$ cat src/rtl/flirq_pkg.sv
package flirq_pkg;
  localparam int N_SRC  = 6;
  localparam int N_FLAG = 10;
  localparam int N_LINE = 5;
  localparam int REG_W  = 16;
  localparam int ADDR_W = 2;

  localparam logic [ADDR_W-1:0] A_FLAG = ADDR_W'(0);
  localparam logic [ADDR_W-1:0] A_IEN  = ADDR_W'(1);
  localparam logic [ADDR_W-1:0] A_DMA  = ADDR_W'(2);

  typedef struct packed {
    logic sector;   // 1: sector access, 0: command access
    logic code_en;
    logic data_en;
  } dma_ctl_t;

  localparam int DMA_W = $bits(dma_ctl_t);

  // Sources feeding each interrupt line; line 0 is shared by sources 0 and 1.
  function automatic logic [N_SRC-1:0] line_mask(input int l);
    if (l == 0) return N_SRC'(3);
    return N_SRC'(1) << (l + 1);
  endfunction
endpackage

$ cat src/rtl/flirq_flags.sv
module flirq_flags
  import flirq_pkg::*;
(
  input  logic              clk,
  input  logic              rst_n,
  input  logic [N_FLAG-1:0] ev,
  input  logic [N_FLAG-1:0] clr,
  output logic [N_FLAG-1:0] flag_q
);
  logic [N_FLAG-1:0] flag_d;
  logic [N_FLAG-1:0] upd;

  for (genvar i = 0; i < N_FLAG; i++) begin : g_flag
    always_comb begin
      upd[i]    = ev[i] | clr[i];
      flag_d[i] = ev[i] | (flag_q[i] & ~clr[i]);
    end

    always_ff @(posedge clk or negedge rst_n) begin
      if (!rst_n)      flag_q[i] <= 1'b0;
      else if (upd[i]) flag_q[i] <= flag_d[i];
    end

    a_r3_set_wins: assert property (@(posedge clk) disable iff (!rst_n)
      ev[i] |=> flag_q[i]);
    a_r2_sticky: assert property (@(posedge clk) disable iff (!rst_n)
      (flag_q[i] && !clr[i]) |=> flag_q[i]);
  end
endmodule

$ cat src/rtl/flirq_regs.sv
module flirq_regs
  import flirq_pkg::*;
(
  input  logic              clk,
  input  logic              rst_n,
  input  logic              wr_en,
  input  logic [ADDR_W-1:0] wr_addr,
  input  logic [REG_W-1:0]  wr_data,
  input  logic [ADDR_W-1:0] rd_addr,
  input  logic [N_FLAG-1:0] flags,
  output logic [REG_W-1:0]  rd_data,
  output logic [N_FLAG-1:0] clr,
  output logic [N_SRC-1:0]  ien_q,
  output dma_ctl_t          dma_q
);
  logic [N_SRC-1:0] ien_d;
  dma_ctl_t         dma_d;
  logic             ien_we, dma_we;
  logic             unused_hi;

  assign unused_hi = ^wr_data[REG_W-1:N_FLAG];

  always_comb begin
    ien_we = wr_en && (wr_addr == A_IEN);
    dma_we = wr_en && (wr_addr == A_DMA);
    ien_d  = wr_data[N_SRC-1:0];
    dma_d  = dma_ctl_t'(wr_data[DMA_W-1:0]);
    clr    = (wr_en && (wr_addr == A_FLAG)) ? wr_data[N_FLAG-1:0] : '0;
  end

  always_ff @(posedge clk or negedge rst_n) begin
    if (!rst_n)      ien_q <= '0;
    else if (ien_we) ien_q <= ien_d;
  end

  always_ff @(posedge clk or negedge rst_n) begin
    if (!rst_n)      dma_q <= '0;
    else if (dma_we) dma_q <= dma_d;
  end

  always_comb begin
    case (rd_addr)
      A_FLAG:  rd_data = REG_W'(flags);
      A_IEN:   rd_data = REG_W'(ien_q);
      A_DMA:   rd_data = REG_W'(dma_q);
      default: rd_data = '0;
    endcase
  end
endmodule

$ cat src/rtl/flirq_lines.sv
module flirq_lines
  import flirq_pkg::*;
(
  input  logic              clk,
  input  logic              rst_n,
  input  logic [N_SRC-1:0]  src_flag,
  input  logic [N_SRC-1:0]  ien,
  output logic [N_LINE-1:0] irq_q
);
  logic [N_LINE-1:0] hit;

  for (genvar l = 0; l < N_LINE; l++) begin : g_line
    always_comb hit[l] = |(src_flag & ien & line_mask(l));

    always_ff @(posedge clk or negedge rst_n) begin
      if (!rst_n) irq_q[l] <= 1'b0;
      else        irq_q[l] <= hit[l];
    end

    a_r4_line_follows: assert property (@(posedge clk) disable iff (!rst_n)
      (|(src_flag & ien & line_mask(l))) |=> irq_q[l]);
    a_r4_line_drops: assert property (@(posedge clk) disable iff (!rst_n)
      !(|(src_flag & ien & line_mask(l))) |=> !irq_q[l]);
  end
endmodule

$ cat src/rtl/flirq_dma.sv
module flirq_dma
  import flirq_pkg::*;
(
  input  logic     clk,
  input  logic     rst_n,
  input  logic     data_req,
  input  logic     code_req,
  input  dma_ctl_t ctl,
  output logic     dma_data,
  output logic     dma_code
);
  logic code_allowed;

  always_comb begin
    code_allowed = ctl.sector;
    dma_data     = data_req & ctl.data_en;
    dma_code     = code_req & ctl.code_en & code_allowed;
  end

  a_r9_no_code_in_cmd: assert property (@(posedge clk) disable iff (!rst_n)
    !ctl.sector |-> !dma_code);
  a_r8_data_needs_req: assert property (@(posedge clk) disable iff (!rst_n)
    dma_data |-> data_req);
endmodule

$ cat src/rtl/flirq_top.sv
module flirq_top
  import flirq_pkg::*;
(
  input  logic              clk,
  input  logic              rst_n,
  input  logic [N_FLAG-1:0] ev_pulse_i,
  input  logic              data_fifo_req_i,
  input  logic              code_fifo_req_i,
  input  logic              wr_en_i,
  input  logic [ADDR_W-1:0] wr_addr_i,
  input  logic [REG_W-1:0]  wr_data_i,
  input  logic [ADDR_W-1:0] rd_addr_i,
  output logic [REG_W-1:0]  rd_data_o,
  output logic              irq_err_o,
  output logic              irq_ecc_o,
  output logic              irq_xend_o,
  output logic              irq_fifo0_o,
  output logic              irq_fifo1_o,
  output logic              dma_data_req_o,
  output logic              dma_code_req_o
);
  logic [N_FLAG-1:0] flags, clr;
  logic [N_SRC-1:0]  ien;
  logic [N_LINE-1:0] irq;
  dma_ctl_t          dma_ctl;

  flirq_regs u_regs (
    .clk(clk), .rst_n(rst_n), .wr_en(wr_en_i), .wr_addr(wr_addr_i),
    .wr_data(wr_data_i), .rd_addr(rd_addr_i), .flags(flags),
    .rd_data(rd_data_o), .clr(clr), .ien_q(ien), .dma_q(dma_ctl)
  );

  flirq_flags u_flags (
    .clk(clk), .rst_n(rst_n), .ev(ev_pulse_i), .clr(clr), .flag_q(flags)
  );

  // Overrun/underrun flags (upper bits) are not routed to any line.
  flirq_lines u_lines (
    .clk(clk), .rst_n(rst_n), .src_flag(flags[N_SRC-1:0]), .ien(ien),
    .irq_q(irq)
  );

  flirq_dma u_dma (
    .clk(clk), .rst_n(rst_n), .data_req(data_fifo_req_i),
    .code_req(code_fifo_req_i), .ctl(dma_ctl),
    .dma_data(dma_data_req_o), .dma_code(dma_code_req_o)
  );

  assign irq_err_o   = irq[0];
  assign irq_ecc_o   = irq[1];
  assign irq_xend_o  = irq[2];
  assign irq_fifo0_o = irq[3];
  assign irq_fifo1_o = irq[4];

  a_r5_err_shared_tmo: assert property (@(posedge clk) disable iff (!rst_n)
    (flags[1] && ien[1]) |=> irq_err_o);
  a_r5_err_shared_stat: assert property (@(posedge clk) disable iff (!rst_n)
    (flags[0] && ien[0]) |=> irq_err_o);
endmodule

$ cat config.mk
export PLATFORM = sky130hd
export DESIGN_NAME = flirq_top
export DESIGN_NICKNAME = d
export VERILOG_FILES = /design/src/rtl/flirq_pkg.sv /design/src/rtl/flirq_flags.sv /design/src/rtl/flirq_regs.sv /design/src/rtl/flirq_lines.sv /design/src/rtl/flirq_dma.sv /design/src/rtl/flirq_top.sv
export SDC_FILE = /design/constraint.sdc
export NUM_CORES = 1
export LEC_CHECK = 0
export ABC_CLOCK_PERIOD_IN_PS = 1800
export BUFFER_PORTS_ARGS = -buffer_cell sky130_fd_sc_hd__buf_4
export CORE_MARGIN = 4
export CORE_UTILIZATION = 40
export DETAILED_ROUTE_END_ITERATION = 12
export PLACE_DENSITY = 0.68
export SYNTH_ARGS = -nofsm -noshare
export SYNTH_HDL_FRONTEND = slang
export SYNTH_HIERARCHICAL = 1
export SYNTH_SLANG_ARGS = --single-unit
export TNS_END_PERCENT = 1
$ cat constraint.sdc
create_clock -name clk -period 1.8 [get_ports clk]
set_input_delay 0.18 -clock clk [delete_from_list [all_inputs] [get_ports clk]]
set_output_delay 0.18 -clock clk [all_outputs]
set_load 0.02 [all_outputs]
==> results of run 1 <==
==> critical path: stages (launching register included) <==
cell	delay [ns]
dfrtp_1	0.40
mux2i_1	0.09
o2bb2ai_1	0.17
buf_4	0.17
==> flip-flops by register name (all words and copies together) (netlist names) <==
register	count
u_regs/ien_q	6
u_regs/dma_q	3
u_flags/flag_q	10
u_lines/irq_q	5
==> repair_timing <==
item,4_1_cts,5_1_grt
hold buffers,1,0
resized for setup,0,0
endpoints found under the hold margin,24,0
buffers inserted,0,0
==> per-layer routing <==
layer  share of wire [%]  global-route usage (%)  up-vias
met2                  47                    22.0       34
met1                  42                    16.2      402
li1                    -                       -      410
met5                   0                       0        -
met3                  10                    3.31        2
met4                0.52                    5.45        0
==> layout make-up <==
class / instances / area, sq um
Clock buffer: 3 / 22.5
Clock inverter: 1 / 30.0
Fill cell: 248 / 1190
Inverter: 10 / 37.5
Multi-Input combinational cell: 63 / 487
Sequential cell: 24 / 601
Tap cell: 31 / 38.8
Timing Repair Buffer: 46 / 348
==> Yosys cell counts, drive strengths merged, types with 2 or more instances <==
cell and n:
nor2 4, inv 10, nand3b 2, mux2 9, and2 19, dfrtp 24
buf 8, mux2i 6, a21o 10, o2bb2ai 3
==> cell families after synthesis <==
group | share of synthesized area [%]
buffers and inverters | 7.97
muxes | 13.9
and+or+nand+nor | 16.6
other | 0.323
DFF | 51.7
AOI/OAI and AO/OA | 9.48
==> power groups by stage <==
stage	clock [uW]	combinational [uW]	sequential, uW
6_report	382	335	644
5_1_grt	421	363	654
4_1_cts	400	340	645
3_5_place_dp	0	337	656
3_3_place_gp	0	332	652
2_1_floorplan	0	164	675
==> through the flow <==
step	hold WS [ns]	area [sq um]	worst slack [ns]	instances	util, %
2_1_floorplan	-0.116	1180	0.804	105	-
3_3_place_gp	0.0939	1500	0.567	173	54.4
3_5_place_dp	0.0971	1500	0.571	173	54.4
4_1_cts	0.0194	1560	0.445	178	56.7
5_1_grt	0.00764	1560	0.394	178	56.7
6_report	0.0371	1560	0.484	178	56.7
==> final timing paths <==
| kind | slack [ns] | cells after the start | to | startpoint |
|---|---|---|---|---|
| worst max-delay path | 0.48 | 3 | rd_data_o[1] | u_flags/flag_q[1] |
| worst min-delay path | 0.04 | 2 | u_flags/flag_q[3] | ev_pulse_i[3] |
| worst max register to register | 1.02 | 1 | u_regs/ien_q[1] | u_regs/ien_q[1] |
| worst min register to register | 0.49 | 1 | u_flags/flag_q[8] | u_flags/flag_q[8] |
| max in group asynchronous | 1.28 | 2 | u_flags/flag_q[7] | rst_n |
| min in group asynchronous | 0.29 | 2 | u_regs/ien_q[4] | rst_n |
==> results.py, run 1 <==
metrics = {
    "status": {
        "outcome": "finished clean",
    },
    "floorplanning": {
        "die-area_sq_um": 3830,
        "fp-row-count": 19,
        "start_util_pct": 42.1,
        "die_x_microns": 61.9,
        "ios": 58,
        "core_area_sq_um": 2760,
        "die_h_microns": 61.9,
    },
    "power_and_ir_drop": {
        "powerDensity_nw_per_um2": 871,
        "seqPwrFrac_pct": 47.3,
        "internal_power_uw": 1010,
        "peakVddDrop_mv": 0.610,
        "p_leak_uw": 0.000736,
        "p_comb_share_pct": 24.6,
        "finalPower_uw": 1360,
        "swShare_pct": 26.1,
        "p_switching_uw": 356,
        "p_clk_share_pct": 28.1,
    },
    "routing": {
        "via_per_inst": 4.76,
        "ant_nets": 0,
        "wirelength_microns": 2330,
        "dr_total_vias": 848,
        "drc": 0,
        "dr.pass1.iters": 4,
        "wl_per_cell_microns": 13.1,
        "first_iter_violations": 20,
    },
    "timing": {
        "post-route-period-util_pct": 73.1,
        "skew_ns": 0.000704,
        "setup_violations": 0,
        "max_freq_mhz": 760,
        "hold_violations": 0,
        "fin_crit_ns": 1.32,
        "grt_setup_unrepaired": "false",
        "fin_tns_setup_ns": 0,
        "finalMaxSlewViolations": 0,
    },
    "synthesis": {
        "synthCells": 100,
        "syn_avg_cell_area_sq_um": 11.6,
        "yosys_register_bits": 24,
        "synth_ff_type": "dfrtp_1",
        "yosysSeqAreaShare_pct": 51.7,
        "synth_top_area_share_pct": 51.7,
        "synth_top_area_cell": "dfrtp_1",
        "synth_edf_count": 0,
        "yosysWarnings": 6,
        "ys_types": 17,
        "synthArstFlopShare_pct": 100,
        "synth_area_sq_um": 1160,
        "yosys-top-cells-area": "dfrtp_1, and2_1, mux2_2",
    },
    "global_routing": {
        "grt_pass1_wl_microns": 3640,
        "grt_antenna_before_repair": 0,
        "grt.total_usage_pct": 13.2,
        "grt_overflow": 0,
        "first_global_vias": 861,
        "grt_max_degree": 25,
    },
    "finish": {
        "diodes": 0,
        "final_common_cell": "buf_4",
        "area_delta_synth_final_pct": 34.7,
        "mostFrequentLayoutCells": "buf_4, dfrtp_1, and2_1",
        "final_nets": 183,
        "drive_gt1_share_pct": 40.8,
    },
    "clocking": {
        "clkTransAtPathRegs_ns": 0.13,
        "root_buffer": "clkbuf_4",
        "max-clock-path-buffers": 2,
        "insertion_delay_ns": 0.31,
        "cts_tree": "built",
        "cts.sink_count": 24,
        "numCtsBuffers": 3,
        "htree_num_levels": 1,
    },
    "worst_setup_path": {
        "cp.required_ns": 1.62,
        "worstPathMaxFanout": 3,
        "cp-start-kind": "register",
        "crit_arrival_ns": 1.14,
        "cp-end-kind": "output pin",
        "critPathKind": "register to output pin",
    },
    "worst_hold_path": {
        "worstHoldPathType": "primary input to register",
    },
    "placed_design": {
        "gp_congestion": 0.677,
        "portBuffers": 45,
        "hpwl_microns": 1820,
    },
    "run": {
        "max_cap_violations": 0,
    },
}
No activity file was read; power rests on OpenSTA's default activity.
==> run 2, diff against run 1 <==
--- a/config.mk
+++ b/config.mk
@@ -5,7 +5,7 @@
 export SDC_FILE = /design/constraint.sdc
 export NUM_CORES = 1
 export LEC_CHECK = 0
-export ABC_CLOCK_PERIOD_IN_PS = 1800
+export ABC_CLOCK_PERIOD_IN_PS = 1300
 export BUFFER_PORTS_ARGS = -buffer_cell sky130_fd_sc_hd__buf_4
 export CORE_MARGIN = 4
 export CORE_UTILIZATION = 40
==> constraint.sdc (replaced) <==
create_clock -name clk -period 1.3 [get_ports clk]
set_input_delay 0.13 -clock clk [delete_from_list [all_inputs] [get_ports clk]]
set_output_delay 0.13 -clock clk [all_outputs]
set_load 0.02 [all_outputs]
==> run 2 against run 1 <==
  * Global-route usage is 0.24 points higher
  * Register-to-register slack worse by 0.59 ns
  * Clock skew barely moved
  * Power up 41%
  * First-iteration DRC count is 80% lower
  * Non-clock buffer count increased by 13
  * Via count rose by 4.6%
  * Routed wire length rose by 4.1%
  * Critical path depth did not move
  * Sequential cell count stayed put
  * Setup slack got worse by 0.45 ns
  * Sequential power rose by 39%
  * Critical path type unchanged
  * Critical endpoint is now rd_data_o[0]
==> results.py, run 2 (same netlist as run 1, synthesis figures left out) <==
metrics = {
    "status": {
        "outcome": "finished clean",
    },
    "power_and_ir_drop": {
        "powerDensity_nw_per_um2": 1130,
        "swShare_pct": 26.1,
        "seqPwrFrac_pct": 46.4,
        "finalPower_uw": 1920,
        "peakVddDrop_mv": 0.766,
        "p_leak_uw": 0.000795,
        "p_switching_uw": 502,
        "internal_power_uw": 1420,
        "p_comb_share_pct": 25.9,
        "p_clk_share_pct": 27.6,
    },
    "clocking": {
        "cts_tree": "built",
        "insertion_delay_ns": 0.31,
        "clkTransAtPathRegs_ns": 0.13,
        "numCtsBuffers": 3,
        "max-clock-path-buffers": 2,
        "root_buffer": "clkbuf_4",
        "htree_num_levels": 1,
        "cts.sink_count": 24,
    },
    "timing": {
        "post-route-period-util_pct": 97.4,
        "finalMaxSlewViolations": 0,
        "grt_setup_unrepaired": "true",
        "max_freq_mhz": 790,
        "fin_crit_ns": 1.27,
        "skew_ns": 0.000430,
        "hold_violations": 0,
        "setup_violations": 0,
        "fin_tns_setup_ns": 0,
    },
    "placed_design": {
        "portBuffers": 45,
        "placed_cells": 174,
        "place_area_sq_um": 1510,
        "gp_congestion": 0.684,
    },
    "routing": {
        "dr.pass1.iters": 4,
        "drc": 0,
        "ant_nets": 0,
        "wl_per_cell_microns": 12.7,
        "first_iter_violations": 4,
        "wirelength_microns": 2420,
        "dr_total_vias": 887,
        "via_per_inst": 4.64,
    },
    "global_routing": {
        "grtUsageMet1_pct": 15.3,
        "grt_overflow": 0,
        "use_met2_pct": 23.9,
        "gr-max-usage-layer": "met2",
        "grt_max_degree": 25,
        "grt_antenna_before_repair": 0,
        "grt_pass1_wl_microns": 3740,
        "grt_use_met3_pct": 3.31,
        "grt.total_usage_pct": 13.4,
        "first_global_vias": 888,
    },
    "finish": {
        "drive_gt1_share_pct": 40.0,
        "top_register": "u_flags/flag_q",
        "area_delta_synth_final_pct": 46.1,
        "design_area_sq_um": 1700,
        "final_common_cell": "buf_4",
        "diodes": 0,
        "largest_register_ffs": 10,
        "instances_no_fill": 191,
        "final_core_util_pct": 61.5,
        "reg_top3": "u_flags/flag_q: 10 flops, u_regs/ien_q: 6 flops, u_lines/irq_q: 5 flops",
        "mostFrequentLayoutCells": "buf_4, dfrtp_1, and2_1",
        "final_nets": 196,
    },
    "run": {
        "max_cap_violations": 0,
    },
    "worst_hold_path": {
        "worstHoldPathType": "primary input to register",
        "hold_depth": 2,
    },
    "worst_setup_path": {
        "cp-end-kind": "output pin",
        "rr_worst_depth": 2,
        "crit_arrival_ns": 1.14,
        "cp.required_ns": 1.17,
        "cp-start-kind": "register",
        "worstPathMaxFanout": 3,
        "critPathKind": "register to output pin",
    },
    "floorplanning": {
        "start_util_pct": 42.1,
        "fp-row-count": 19,
        "core_area_sq_um": 2760,
        "die_x_microns": 61.9,
        "die-area_sq_um": 3830,
        "die_h_microns": 61.9,
        "ios": 58,
    },
}
run 2: cell count changes in the layout (fill, tap and decap cells not counted):
cell / delta
buf_6: +1
o2bb2ai_2: +1
buf_4: +2
dlygate4sd3_1: +10
o2bb2ai_1: -1
run 2: power by group through the flow:
stage,Sequential [uW],Combinational (uW),Clock [uW]
5_1_grt,907,539,579
3_3_place_gp,903,461,0
3_5_place_dp,908,468,0
2_1_floorplan,934,228,0
6_report,893,498,531
4_1_cts,893,496,551
run 2: worst paths after layout:
kind | start | end | slack (ns)
worst max-delay path | u_regs/dma_q[0] | rd_data_o[0] | 0.03
worst min-delay path | wr_data_i[3] | u_regs/ien_q[3] | 0.04
worst max register to register | u_flags/flag_q[0] | u_lines/irq_q[0] | 0.43
worst min register to register | u_flags/flag_q[8] | u_flags/flag_q[8] | 0.49
max in group asynchronous | rst_n | u_regs/dma_q[1] | 0.83
min in group asynchronous | rst_n | u_regs/ien_q[2] | 0.25
run 2: metrics by stage:
stage	hold slack (ns)	setup WS [ns]
finish	0.0442	0.0335
global route	0.0210	-0.0414
CTS	0.0306	0.00152
detailed placement	0.0457	0.221
global placement	0.0436	0.243
floorplan	-0.166	0.401
run 2: layer usage:
layer / part of all wire (%) / vias to the layer above
met5: 0 / -
met4: 0.50 / 0
met3: 10 / 2
met2: 49 / 36
met1: 41 / 413
li1: - / 436
run 2: layout make-up:
type / instances / area, sq um
Inverter: 10 / 37.5
Sequential cell: 24 / 601
Clock inverter: 1 / 30.0
Tap cell: 31 / 38.8
Timing Repair Buffer: 59 / 474
Fill cell: 232 / 1060
Clock buffer: 3 / 22.5
Multi-Input combinational cell: 63 / 493
run 2: worst max-delay path, cell delays in order, from the launching register on:
cell       delay, ns
dfrtp_1         0.42
mux2i_1         0.19
o2bb2ai_2       0.09
buf_6           0.13
run 2: timing repair:
action / in CTS / in global routing
gates resized for setup: 0 / 2
hold endpoints to repair: 34 / 0
buffers inserted: 0 / 2
setup endpoints to repair: 0 / 3
hold buffers: 11 / 0
